===== src/rtl/ccpt_pkg.sv =====
package ccpt_pkg;

  typedef enum logic [3:0] {
    ADDR_CTRL   = 4'd0,
    ADDR_COUNT  = 4'd1,
    ADDR_LOAD   = 4'd2,
    ADDR_RELOAD = 4'd3,
    ADDR_MATCH  = 4'd4,
    ADDR_CAPA   = 4'd5,
    ADDR_CAPB   = 4'd6,
    ADDR_STAT   = 4'd7,
    ADDR_ENSET  = 4'd8,
    ADDR_ENCLR  = 4'd9,
    ADDR_WAKE   = 4'd10
  } regAddr_e;

  // control word field positions
  localparam int BIT_START  = 0;
  localparam int BIT_AUTO   = 1;
  localparam int PRE_LO     = 2;
  localparam int PRE_W      = 3;
  localparam int BIT_PREEN  = 5;
  localparam int BIT_CMP    = 6;
  localparam int BIT_DEFLVL = 7;
  localparam int EDGE_LO    = 8;
  localparam int TRIG_LO    = 10;
  localparam int BIT_TOGGLE = 12;
  localparam int BIT_DUAL   = 13;
  localparam int CTRL_W     = 14;
  localparam int EVT_W      = 3;

  // strobes from control to datapath
  typedef struct packed {
    logic cntWrite;
    logic reload;
  } dpStrobe_t;

  // events from datapath; packing order equals status bit order
  typedef struct packed {
    logic capture;
    logic overflow;
    logic match;
  } tmrEvent_t;

endpackage


===== src/rtl/ccpt_datapath.sv =====
module ccpt_datapath
  import ccpt_pkg::*;
#(
  parameter int DATA_W = 32
) (
  input  logic              clk,
  input  logic              rstN,
  input  logic              tickEn,
  input  logic              capIn,
  input  logic [CTRL_W-1:0] ctrlWord,
  input  logic [DATA_W-1:0] loadVal,
  input  logic [DATA_W-1:0] matchVal,
  input  logic [DATA_W-1:0] wdata,
  input  dpStrobe_t         strobe,
  output logic [DATA_W-1:0] count,
  output logic [DATA_W-1:0] capA,
  output logic [DATA_W-1:0] capB,
  output tmrEvent_t         evt,
  output logic              pwmOut
);

  localparam int PRE_CNT_W = 1 << PRE_W;
  localparam logic [DATA_W-1:0] ALL_ONES = {DATA_W{1'b1}};

  logic             run, autoLd, preEn, cmpEn, defLvl, toggleMode, dualMode;
  logic [PRE_W-1:0] ptv;
  logic [1:0]       edgeSel, trigMode;

  assign run        = ctrlWord[BIT_START];
  assign autoLd     = ctrlWord[BIT_AUTO];
  assign ptv        = ctrlWord[PRE_LO +: PRE_W];
  assign preEn      = ctrlWord[BIT_PREEN];
  assign cmpEn      = ctrlWord[BIT_CMP];
  assign defLvl     = ctrlWord[BIT_DEFLVL];
  assign edgeSel    = ctrlWord[EDGE_LO +: 2];
  assign trigMode   = ctrlWord[TRIG_LO +: 2];
  assign toggleMode = ctrlWord[BIT_TOGGLE];
  assign dualMode   = ctrlWord[BIT_DUAL];

  // prescaler
  logic [PRE_CNT_W-1:0] preCnt, preLimit;
  logic [PRE_W:0]       preShift;
  logic                 preHit, advance;

  assign preShift = {1'b0, ptv} + 1'b1;
  assign preLimit = (PRE_CNT_W'(1) << preShift) - PRE_CNT_W'(1);
  assign preHit   = !preEn || (preCnt == preLimit);
  assign advance  = run && tickEn && preHit;

  always_ff @(posedge clk or negedge rstN) begin
    if (!rstN)               preCnt <= '0;
    else if (!run || !preEn) preCnt <= '0;
    else if (tickEn)         preCnt <= preHit ? '0 : preCnt + 1'b1;
  end

  // counter
  logic              atTop, swWrite;
  logic [DATA_W-1:0] nextAdv;

  assign atTop   = (count == ALL_ONES);
  assign nextAdv = atTop ? (autoLd ? loadVal : '0) : count + 1'b1;
  assign swWrite = strobe.cntWrite || strobe.reload;

  always_ff @(posedge clk or negedge rstN) begin
    if (!rstN)                count <= '0;
    else if (strobe.cntWrite) count <= wdata;
    else if (strobe.reload)   count <= loadVal;
    else if (advance)         count <= nextAdv;
  end

  assign evt.overflow = advance && atTop && !swWrite;
  assign evt.match    = advance && cmpEn && (nextAdv == matchVal) && !swWrite;

  // capture: two synchronising flops plus one history flop
  logic [1:0] capSync;
  logic       capPrev, rise, fall, capHit, dualPhase;

  always_ff @(posedge clk or negedge rstN) begin
    if (!rstN) begin
      capSync <= '0;
      capPrev <= 1'b0;
    end else begin
      capSync <= {capSync[0], capIn};
      capPrev <= capSync[1];
    end
  end

  assign rise = capSync[1] && !capPrev;
  assign fall = !capSync[1] && capPrev;

  always_comb begin
    unique case (edgeSel)
      2'b01:   capHit = rise;
      2'b10:   capHit = fall;
      2'b11:   capHit = rise || fall;
      default: capHit = 1'b0;
    endcase
  end

  always_ff @(posedge clk or negedge rstN) begin
    if (!rstN) begin
      capA      <= '0;
      capB      <= '0;
      dualPhase <= 1'b0;
    end else begin
      if (capHit && (!dualMode || !dualPhase)) capA <= count;
      if (capHit && dualMode && dualPhase)     capB <= count;
      if (!dualMode)   dualPhase <= 1'b0;
      else if (capHit) dualPhase <= !dualPhase;
    end
  end

  assign evt.capture = capHit && (!dualMode || dualPhase);

  // waveform output
  logic pwmFire, pwmLevel, pulseQ;

  assign pwmFire = ((trigMode == 2'd1) && evt.overflow) ||
                   ((trigMode == 2'd2) && (evt.overflow || evt.match));

  always_ff @(posedge clk or negedge rstN) begin
    if (!rstN) begin
      pwmLevel <= 1'b0;
      pulseQ   <= 1'b0;
    end else begin
      if (trigMode == 2'd0 || trigMode == 2'd3) pwmLevel <= defLvl;
      else if (pwmFire && toggleMode)           pwmLevel <= !pwmLevel;
      pulseQ <= pwmFire && !toggleMode;
    end
  end

  assign pwmOut = toggleMode ? pwmLevel : (defLvl ^ pulseQ);

  // a stopped counter with no software write holds its value
  assert_hold_R2: assert property (@(posedge clk) disable iff (!rstN)
    (!run && !swWrite) |=> $stable(count));

  // a reload trigger copies the load register
  assert_reload_R5: assert property (@(posedge clk) disable iff (!rstN)
    (strobe.reload && !strobe.cntWrite) |=> (count == $past(loadVal)));

  // a single-mode capture latches the counter seen at the edge
  assert_capture_R7: assert property (@(posedge clk) disable iff (!rstN)
    (capHit && !dualMode) |=> (capA == $past(count)));

endmodule


===== src/rtl/ccpt_ctrl.sv =====
module ccpt_ctrl
  import ccpt_pkg::*;
#(
  parameter int DATA_W = 32,
  parameter int ADDR_W = 4
) (
  input  logic              clk,
  input  logic              rstN,
  input  logic              regWe,
  input  logic [ADDR_W-1:0] regAddr,
  input  logic [DATA_W-1:0] regWdata,
  input  logic [DATA_W-1:0] countVal,
  input  logic [DATA_W-1:0] capAVal,
  input  logic [DATA_W-1:0] capBVal,
  input  tmrEvent_t         evt,
  output logic [CTRL_W-1:0] ctrlWord,
  output logic [DATA_W-1:0] loadVal,
  output logic [DATA_W-1:0] matchVal,
  output dpStrobe_t         strobe,
  output logic [DATA_W-1:0] regRdata,
  output logic              irqOut,
  output logic              wakeOut
);

  logic [EVT_W-1:0] statQ, enQ, wakeQ, evtBits, wMask;
  logic wrCtrl, wrLoad, wrMatch, wrStat, wrEnSet, wrEnClr, wrWake;

  assign evtBits = evt;
  assign wMask   = regWdata[EVT_W-1:0];

  assign wrCtrl  = regWe && (regAddr == ADDR_CTRL);
  assign wrLoad  = regWe && (regAddr == ADDR_LOAD);
  assign wrMatch = regWe && (regAddr == ADDR_MATCH);
  assign wrStat  = regWe && (regAddr == ADDR_STAT);
  assign wrEnSet = regWe && (regAddr == ADDR_ENSET);
  assign wrEnClr = regWe && (regAddr == ADDR_ENCLR);
  assign wrWake  = regWe && (regAddr == ADDR_WAKE);

  assign strobe.cntWrite = regWe && (regAddr == ADDR_COUNT);
  assign strobe.reload   = regWe && (regAddr == ADDR_RELOAD);

  always_ff @(posedge clk or negedge rstN) begin
    if (!rstN)                                ctrlWord <= '0;
    else if (wrCtrl)                          ctrlWord <= regWdata[CTRL_W-1:0];
    else if (evt.overflow && !ctrlWord[BIT_AUTO]) ctrlWord[BIT_START] <= 1'b0;
  end

  always_ff @(posedge clk or negedge rstN) begin
    if (!rstN) begin
      loadVal  <= '0;
      matchVal <= '0;
      statQ    <= '0;
      enQ      <= '0;
      wakeQ    <= '0;
    end else begin
      if (wrLoad)  loadVal  <= regWdata;
      if (wrMatch) matchVal <= regWdata;
      if (wrWake)  wakeQ    <= wMask;
      statQ <= (statQ & ~(wrStat ? wMask : '0)) | evtBits;
      enQ   <= (enQ | (wrEnSet ? wMask : '0)) & ~(wrEnClr ? wMask : '0);
    end
  end

  always_comb begin
    regRdata = '0;
    case (regAddr)
      ADDR_CTRL:  regRdata = DATA_W'(ctrlWord);
      ADDR_COUNT: regRdata = countVal;
      ADDR_LOAD:  regRdata = loadVal;
      ADDR_MATCH: regRdata = matchVal;
      ADDR_CAPA:  regRdata = capAVal;
      ADDR_CAPB:  regRdata = capBVal;
      ADDR_STAT:  regRdata = DATA_W'(statQ);
      ADDR_ENSET, ADDR_ENCLR: regRdata = DATA_W'(enQ);
      ADDR_WAKE:  regRdata = DATA_W'(wakeQ);
      default:    regRdata = '0;
    endcase
  end

  assign irqOut  = |(statQ & enQ);
  assign wakeOut = |(statQ & wakeQ);

  // a wrap without reload stops the counter
  assert_halt_R4: assert property (@(posedge clk) disable iff (!rstN)
    (evt.overflow && !ctrlWord[BIT_AUTO] && !wrCtrl) |=> !ctrlWord[BIT_START]);

  // write-one clears the addressed status bits when no event arrives
  assert_w1c_R10: assert property (@(posedge clk) disable iff (!rstN)
    (wrStat && (evtBits == '0)) |=> ((statQ & $past(wMask)) == '0));

endmodule


===== src/rtl/cc_pwm_timer.sv =====
module cc_pwm_timer
  import ccpt_pkg::*;
#(
  parameter int DATA_W = 32,
  parameter int ADDR_W = 4
) (
  input  logic              clk,
  input  logic              rstN,
  input  logic              tickEn,
  input  logic              capIn,
  input  logic              regWe,
  input  logic [ADDR_W-1:0] regAddr,
  input  logic [DATA_W-1:0] regWdata,
  output logic [DATA_W-1:0] regRdata,
  output logic              pwmOut,
  output logic              irqOut,
  output logic              wakeOut
);

  logic [CTRL_W-1:0] ctrlWord;
  logic [DATA_W-1:0] loadVal, matchVal, countVal, capAVal, capBVal;
  dpStrobe_t         strobe;
  tmrEvent_t         evt;

  ccpt_ctrl #(.DATA_W(DATA_W), .ADDR_W(ADDR_W)) u_ctrl (
    .clk(clk), .rstN(rstN), .regWe(regWe), .regAddr(regAddr),
    .regWdata(regWdata), .countVal(countVal), .capAVal(capAVal),
    .capBVal(capBVal), .evt(evt), .ctrlWord(ctrlWord), .loadVal(loadVal),
    .matchVal(matchVal), .strobe(strobe), .regRdata(regRdata),
    .irqOut(irqOut), .wakeOut(wakeOut)
  );

  ccpt_datapath #(.DATA_W(DATA_W)) u_dp (
    .clk(clk), .rstN(rstN), .tickEn(tickEn), .capIn(capIn),
    .ctrlWord(ctrlWord), .loadVal(loadVal), .matchVal(matchVal),
    .wdata(regWdata), .strobe(strobe), .count(countVal), .capA(capAVal),
    .capB(capBVal), .evt(evt), .pwmOut(pwmOut)
  );

endmodule


===== config.mk =====
export PLATFORM = sky130hd
export DESIGN_NAME = cc_pwm_timer
export DESIGN_NICKNAME = d
export VERILOG_FILES = /design/src/rtl/ccpt_pkg.sv /design/src/rtl/ccpt_datapath.sv /design/src/rtl/ccpt_ctrl.sv /design/src/rtl/cc_pwm_timer.sv
export SDC_FILE = /design/constraint.sdc
export NUM_CORES = 1
export LEC_CHECK = 0
export BUFFER_PORTS_ARGS = -buffer_cell sky130_fd_sc_hd__buf_2
export CAP_MARGIN = 20
export CORE_ASPECT_RATIO = 1.4
export CORE_MARGIN = 5
export CORE_UTILIZATION = 30
export CTS_CLUSTER_SIZE = 28
export DETAILED_ROUTE_END_ITERATION = 12
export SLEW_MARGIN = 15
export SYNTH_ARGS = -nofsm -noshare
export SYNTH_HDL_FRONTEND = slang
export SYNTH_SLANG_ARGS = --single-unit

===== constraint.sdc =====
create_clock -name clk -period 3.8 [get_ports clk]
set_input_delay 0.76 -clock clk [delete_from_list [all_inputs] [get_ports clk]]
set_output_delay 0.76 -clock clk [all_outputs]
set_load 0.03 [all_outputs]

==> flow_metrics.tcl, run 1 <==
set metrics [dict create \
    post-dp-hpwl_um 29000 \
    synth.lib_cells_used.distinct 82 \
    io_buffers 75 \
    timing.final.crit_share 0.939 \
    flow.area_growth_from_synthesis_pct 16.4 \
    p_total_uw 7870 \
    power.leakage_uw 0.00572 \
    timing.hold.worst.class "in2async" \
    antenna_found_initial 0 \
    grt_setup_unrepaired "no" \
    synth_area_per_cell_um2 10.1 \
    critical_path_required_ps 4140 \
    finalHoldViolations 0 \
    critical-path-max-stage-delay_ps 660 \
    gr-total-overflow 0 \
    cts_htree_levels 4 \
    fp.dieArea_um2 41900 \
    syn-num-nets 1171 \
    pin_count_of_the_biggest_net_entering_global_routing 102 \
    max_slew.worst_pin.slew_ps 738 \
    worst_clock_skew_ps 11.2 \
    timing.critical_path.from_type "flip-flop" \
    synth.yosys.warnings 0 \
    post-synth-top-area-cell "dfrtp_1" \
    synth-edff-count 0 \
    reg2reg_from "u_dp.count[6]" \
    detailedRoute.firstPassIterationCount 8 \
    drc_errors 0 \
    max-slew-margin-rel 0.507 \
    timing.final.setup_violations 0 \
    gp_congestion 1.01 \
    arrival_time_at_the_worst_endpoint_ps 3910 \
    yosysSeqAreaShare 0.434 \
    met1Wirelength_um 14700 \
    wl_met3_um 1650 \
    most_frequent_cell_after_synthesis "dfrtp_1" \
    worstSetupStartpoint "u_dp.count[6]" \
    grt_pass1_vias 10000 \
    worst_ir_drop_on_vdd_mv 0.207 \
    floorplan.io_pins 76 \
    route.top_layer_used "met4" \
    power_density_nw_per_um2 595 \
    setup_tns_ps 0 \
    postLayoutCellArea_um2 13200 \
    met2WireLength_um 20300 \
    share_of_the_synthesized_area_in_the_top_cell_type 0.434 \
    cts_max_path_buffers 2 \
    async_flop_share 1.00 \
    vias_per_cell 5.72 \
    drtIter0Drc 773 \
    initial_core_util 0.303 \
    placeableCoreArea_um2 37500 \
    netlist_instances 1123 \
    final_routed_wirelength_across_all_metal_layers_um 38300 \
    average_routed_wire_per_standard_cell_um 22.7 \
    status "finished, final reports clean" \
    crit_slowest_cell "or3_1" \
    final-max-slew-violation-count 0 \
    first_pass_grt_wire_length_um 59300 \
    placement.cell_area_um2 12600 \
    fin_crit_ps 3570 \
    number_of_clock_sinks 197 \
    cts_root_buffer "clkbuf_16" \
    grt_util_all_layers 0.183 \
    final.fill_count 3710 \
    worst_setup_path_end_kind "flip-flop" \
    drt.antenna.violating_nets 0 \
    drv_cap 0 \
    clk_pin_slew_ps 70 \
    finish.net_count 1253 \
    worstSkewPairLatency_ps 460 \
    vias 9668 \
    worst-path-max-fanout 12 \
    postSynthRegisterBits 197 \
    crit_path_cell_trace "and4_2, nand2_4, or3_1, mux2i_1, xnor2_1, o221ai_2, or4bb_1, nor4_2, or4b_2, o211ai_2" \
    synthFlopType "dfrtp_1" \
    timing.setup.critical_path_class "reg2reg" \
    cts_buffers 17 \
    cts_tree "yes" \
    die_w_um 175 \
    placementRows 84 \
    fmax_mhz 280 \
    post_synth_most_frequent_cells "dfrtp_1, mux2_2, nand2_1" \
    num_antenna_cells 0 \
    mappedNetlistArea_um2 11400 \
    post_route_cells_drive_above_1_share 0.302 \
    netlist_top_cells_area "dfrtp_1, mux2_2, nand2_1" \
    die_height_um 240 \
]
routing by layer:
metal / global-route usage / vias up
li1: - / 4347
met1: 0.205 / 4904
met2: 0.339 / 326
met3: 0.0327 / 91
met4: 0.0843 / 0
met5: 0 / -
cells by family (layout without fill, tap and decap cells):
group,count (synthesis),in the layout,synth area share
DFF,197,197,0.434
other,1,1,0.000330
muxes,157,157,0.155
xor gates and xnor gates,57,57,0.0451
and+or+nand+nor,336,336,0.156
AOI/OAI and AO/OA,254,254,0.160
adders and majority gates,7,7,0.00771
buffers and inverters,114,209,0.0425
report_power, final:
part,switching (µW),internal (µW),leakage [µW]
Combinational,1460,1200,0.00295
Clock,840,1070,0.000298
Sequential,617,2680,0.00248
repair_timing:
action                                  in CTS  in global routing
endpoints found under the setup margin       0                  1
hold buffers                                 0                  0
resized for setup                            0                  2
buffers inserted                             0                  0
stage by stage:
stage	worst slack (ps)	utilization	instances	hold WS (ps)
after global placement	204	0.336	1659	343
after global routing	64.4	0.353	1691	273
after floorplan	186	-	1123	331
final	233	0.353	1691	248
after detailed placement	149	0.336	1659	349
after CTS	127	0.352	1691	259
worst max-delay path, delay by kind of cell, from the launching register on:
family / cells / cell delay (ps)
and+or+nand+nor: 6 / 2210
muxes: 1 / 320
DFF: 1 / 480
AOI/OAI and AO/OA: 2 / 230
xor gates and xnor gates: 1 / 200
final timing paths:
check	to	slack [ps]	cells after the start
worst max-delay path	u_dp.pwmLevel	230	10
worst min-delay path	u_dp.capA[21]	250	1
worst max register to register	u_dp.pwmLevel	230	10
worst min register to register	u_dp.capSync[1]	360	0
max in group asynchronous	u_ctrl.wakeQ[2]	2610	2
min in group clk	u_dp.capSync[1]	360	0
registers in the layout (all words and copies together), names as in the netlist:
register and flops:
u_dp.capPrev 1, u_dp.count 32, u_dp.preCnt 8, u_ctrl.loadVal 32, u_dp.capB 32, u_dp.capA 32, u_ctrl.enQ 3, u_dp.pulseQ 1
u_dp.capSync 2, u_ctrl.wakeQ 3, u_ctrl.ctrlWord 14, u_ctrl.statQ 3, u_dp.pwmLevel 1, u_ctrl.matchVal 32, u_dp.dualPhase 1
layout make-up:
cell class	instances	area [µm²]	area share
Clock buffer	21	460	0.0348
Clock inverter	11	148	0.0112
Inverter	23	86.3	0.00652
Multi-Input combinational cell	812	6000	0.454
Sequential cell	197	4930	0.373
Tap cell	473	592	0.0447
Timing Repair Buffer	154	1010	0.0767
placed cells by master (no fill, tap or decap), types with 17 or more instances in the layout:
cell       instances
xnor2_1           34
nor2_1            58
buf_2             74
dfrtp_1          197
clkbuf_16         17
and3_1            18
xor2_1            22
o21ai_0           52
buf_4             76
a21oi_1           36
mux2_2           148
inv_1             23
nand3_1           48
a222oi_1          29
nand4_1           22
a22oi_1           45
nand2_1          113
No activity file was read; power rests on OpenSTA's default activity.
==> inputs of run 2 (changes only) <==
- CTS_CLUSTER_SIZE: 28 -> 20
- PLACE_DENSITY: default -> 0.49
- SETUP_SLACK_MARGIN: default -> 0.05
==> flow_metrics.tcl, run 2 (synthesized netlist as in run 1, its figures left out) <==
set metrics [dict create \
    gp_congestion 0.940 \
    status "finished, final reports clean" \
    seqPwrFrac 0.431 \
    average_routed_wire_per_standard_cell_um 23.4 \
    hold_buffers 0 \
    vias_per_cell 5.65 \
    clk_pin_slew_ps 80 \
    pin_count_of_the_biggest_net_entering_global_routing 95 \
    crit_slowest_cell "or4bb_1" \
    num_antenna_cells 0 \
    final_routed_wirelength_across_all_metal_layers_um 39400 \
    cts_tree "yes" \
    timing.final.crit_share 0.936 \
    timing.final.setup_violations 0 \
    flow.area_growth_from_synthesis_pct 15.6 \
    critical_path_required_ps 4140 \
    drc_errors 0 \
    fp.dieArea_um2 41900 \
    floorplan.io_pins 76 \
    worst_setup_path_end_kind "flip-flop" \
    grt_setup_unrepaired "no" \
    cts_buffers 17 \
    grt_util_all_layers 0.189 \
    worst_clock_skew_ps 14.1 \
    post_cts_buffers 0 \
    fmax_mhz 281 \
    grt_pass1_vias 9718 \
    setup_tns_ps 0 \
    worst_ir_drop_on_vdd_mv 0.311 \
    vias 9514 \
    arrival_time_at_the_worst_endpoint_ps 3900 \
    initial_core_util 0.303 \
    cts_root_buffer "clkbuf_16" \
    mostFrequentLayoutCell "dfrtp_1" \
    io_buffers 75 \
    postLayoutCellArea_um2 13100 \
    cts_max_path_buffers 2 \
    final-max-slew-violation-count 0 \
    timing.hold.worst.class "reg2reg" \
    critical-path-max-stage-delay_ps 510 \
    crit_path_cell_trace "and4_1, nand2_4, or3_1, buf_4, mux2i_1, xnor2_1, o221ai_2, or4bb_1, nor4_2, or4b_2, o211ai_2" \
    die_w_um 175 \
    fin_crit_ps 3560 \
    power_report.internal_total_uw 4800 \
    placeableCoreArea_um2 37500 \
    first_pass_grt_wire_length_um 61000 \
    detailedRoute.firstPassIterationCount 8 \
    net-switching-power_uw 2950 \
    postLayoutSetupSlackWorst_ps 243 \
    timing.setup.critical_path_class "reg2reg" \
    timing.critical_path.from_type "flip-flop" \
    switching_share 0.380 \
    worst_path_dominant_cell_family "simple AND/OR/NAND/NOR gates" \
    finalHoldViolations 0 \
    clockPowerShare 0.235 \
    dp_slack_ps 227 \
    worstSkewPairLatency_ps 470 \
    placement.cell_area_um2 12600 \
    gr-total-overflow 0 \
    cts_htree_levels 4 \
    finish.net_count 1248 \
    cp.buffers_inverters 1 \
    post-dp-hpwl_um 29500 \
    post_route_cells_drive_above_1_share 0.300 \
    power_density_nw_per_um2 590 \
    antenna_found_initial 0 \
    max_slew.worst_pin.slew_ps 869 \
    worst-path-max-fanout 12 \
    max-slew-margin-rel 0.421 \
    post_cts_resize_count 0 \
    drt.antenna.violating_nets 0 \
    number_of_clock_sinks 197 \
    power.leakage_uw 0.00568 \
    comb_power_share 0.334 \
    layout.cells.most_common_list "dfrtp_1, mux2_2, nand2_1" \
    drtIter0Drc 856 \
    die_height_um 240 \
    drv_cap 0 \
    placementRows 84 \
]
## run 2: final cells by class
type	instances	area [µm²]
clock buffer	19	453
clock inverter	12	120
fill	3790	24400
inverter	23	86.3
multi-input combinational	812	6010
sequential	197	4930
tap	473	592
timing repair buffer	149	952
## run 2: through the flow
step / cells / hold WS [ps] / utilization / total power (µW)
floorplan: 1123 / 331 / - / 4960
global placement: 1654 / 339 / 0.335 / 5910
detailed placement: 1654 / 340 / 0.335 / 5950
CTS: 1685 / 358 / 0.350 / 7790
global route: 1685 / 363 / 0.350 / 8200
finish: 1685 / 354 / 0.350 / 7750
## run 2: worst paths after layout
check,depth (start not counted),end,startpoint,slack (ps)
min reg2reg,0,u_dp.capSync[1],u_dp.capSync[0],350
max,11,u_dp.pwmLevel,u_dp.count[6],240
max in group asynchronous,2,u_dp.capA[28],rstN,2590
min,0,u_dp.capSync[1],u_dp.capSync[0],350
max reg2reg,11,u_dp.pwmLevel,u_dp.count[6],240
min in group asynchronous,1,u_dp.capB[14],rstN,370
## run 2: power groups by stage
stage / registers [µW] / logic (µW) / clock network (µW)
floorplan: 3020 / 1940 / 0
global placement: 3350 / 2550 / 0
detailed placement: 3370 / 2580 / 0
CTS: 3330 / 2590 / 1870
global route: 3420 / 2830 / 1950
finish: 3340 / 2590 / 1820
## run 2: metal layers
| metal | GRT usage | routed length, µm | share of wire |
|---|---|---|---|
| met1 | 0.228 | 16300 | 0.41 |
| met3 | 0.0244 | 1180 | 0.030 |
| met4 | 0.0700 | 1090 | 0.028 |
| met2 | 0.344 | 20800 | 0.53 |
| met5 | 0 | 0 | 0 |
## run 2: worst register-to-register path: stages (launching register included)
cell      delay [ps]
dfrtp_1          480
and4_1           470
nand2_4          170
or3_1            410
buf_4            220
mux2i_1          230
xnor2_1          210
o221ai_2         160
or4bb_1          510
nor4_2           320
or4b_2           180
o211ai_2          80
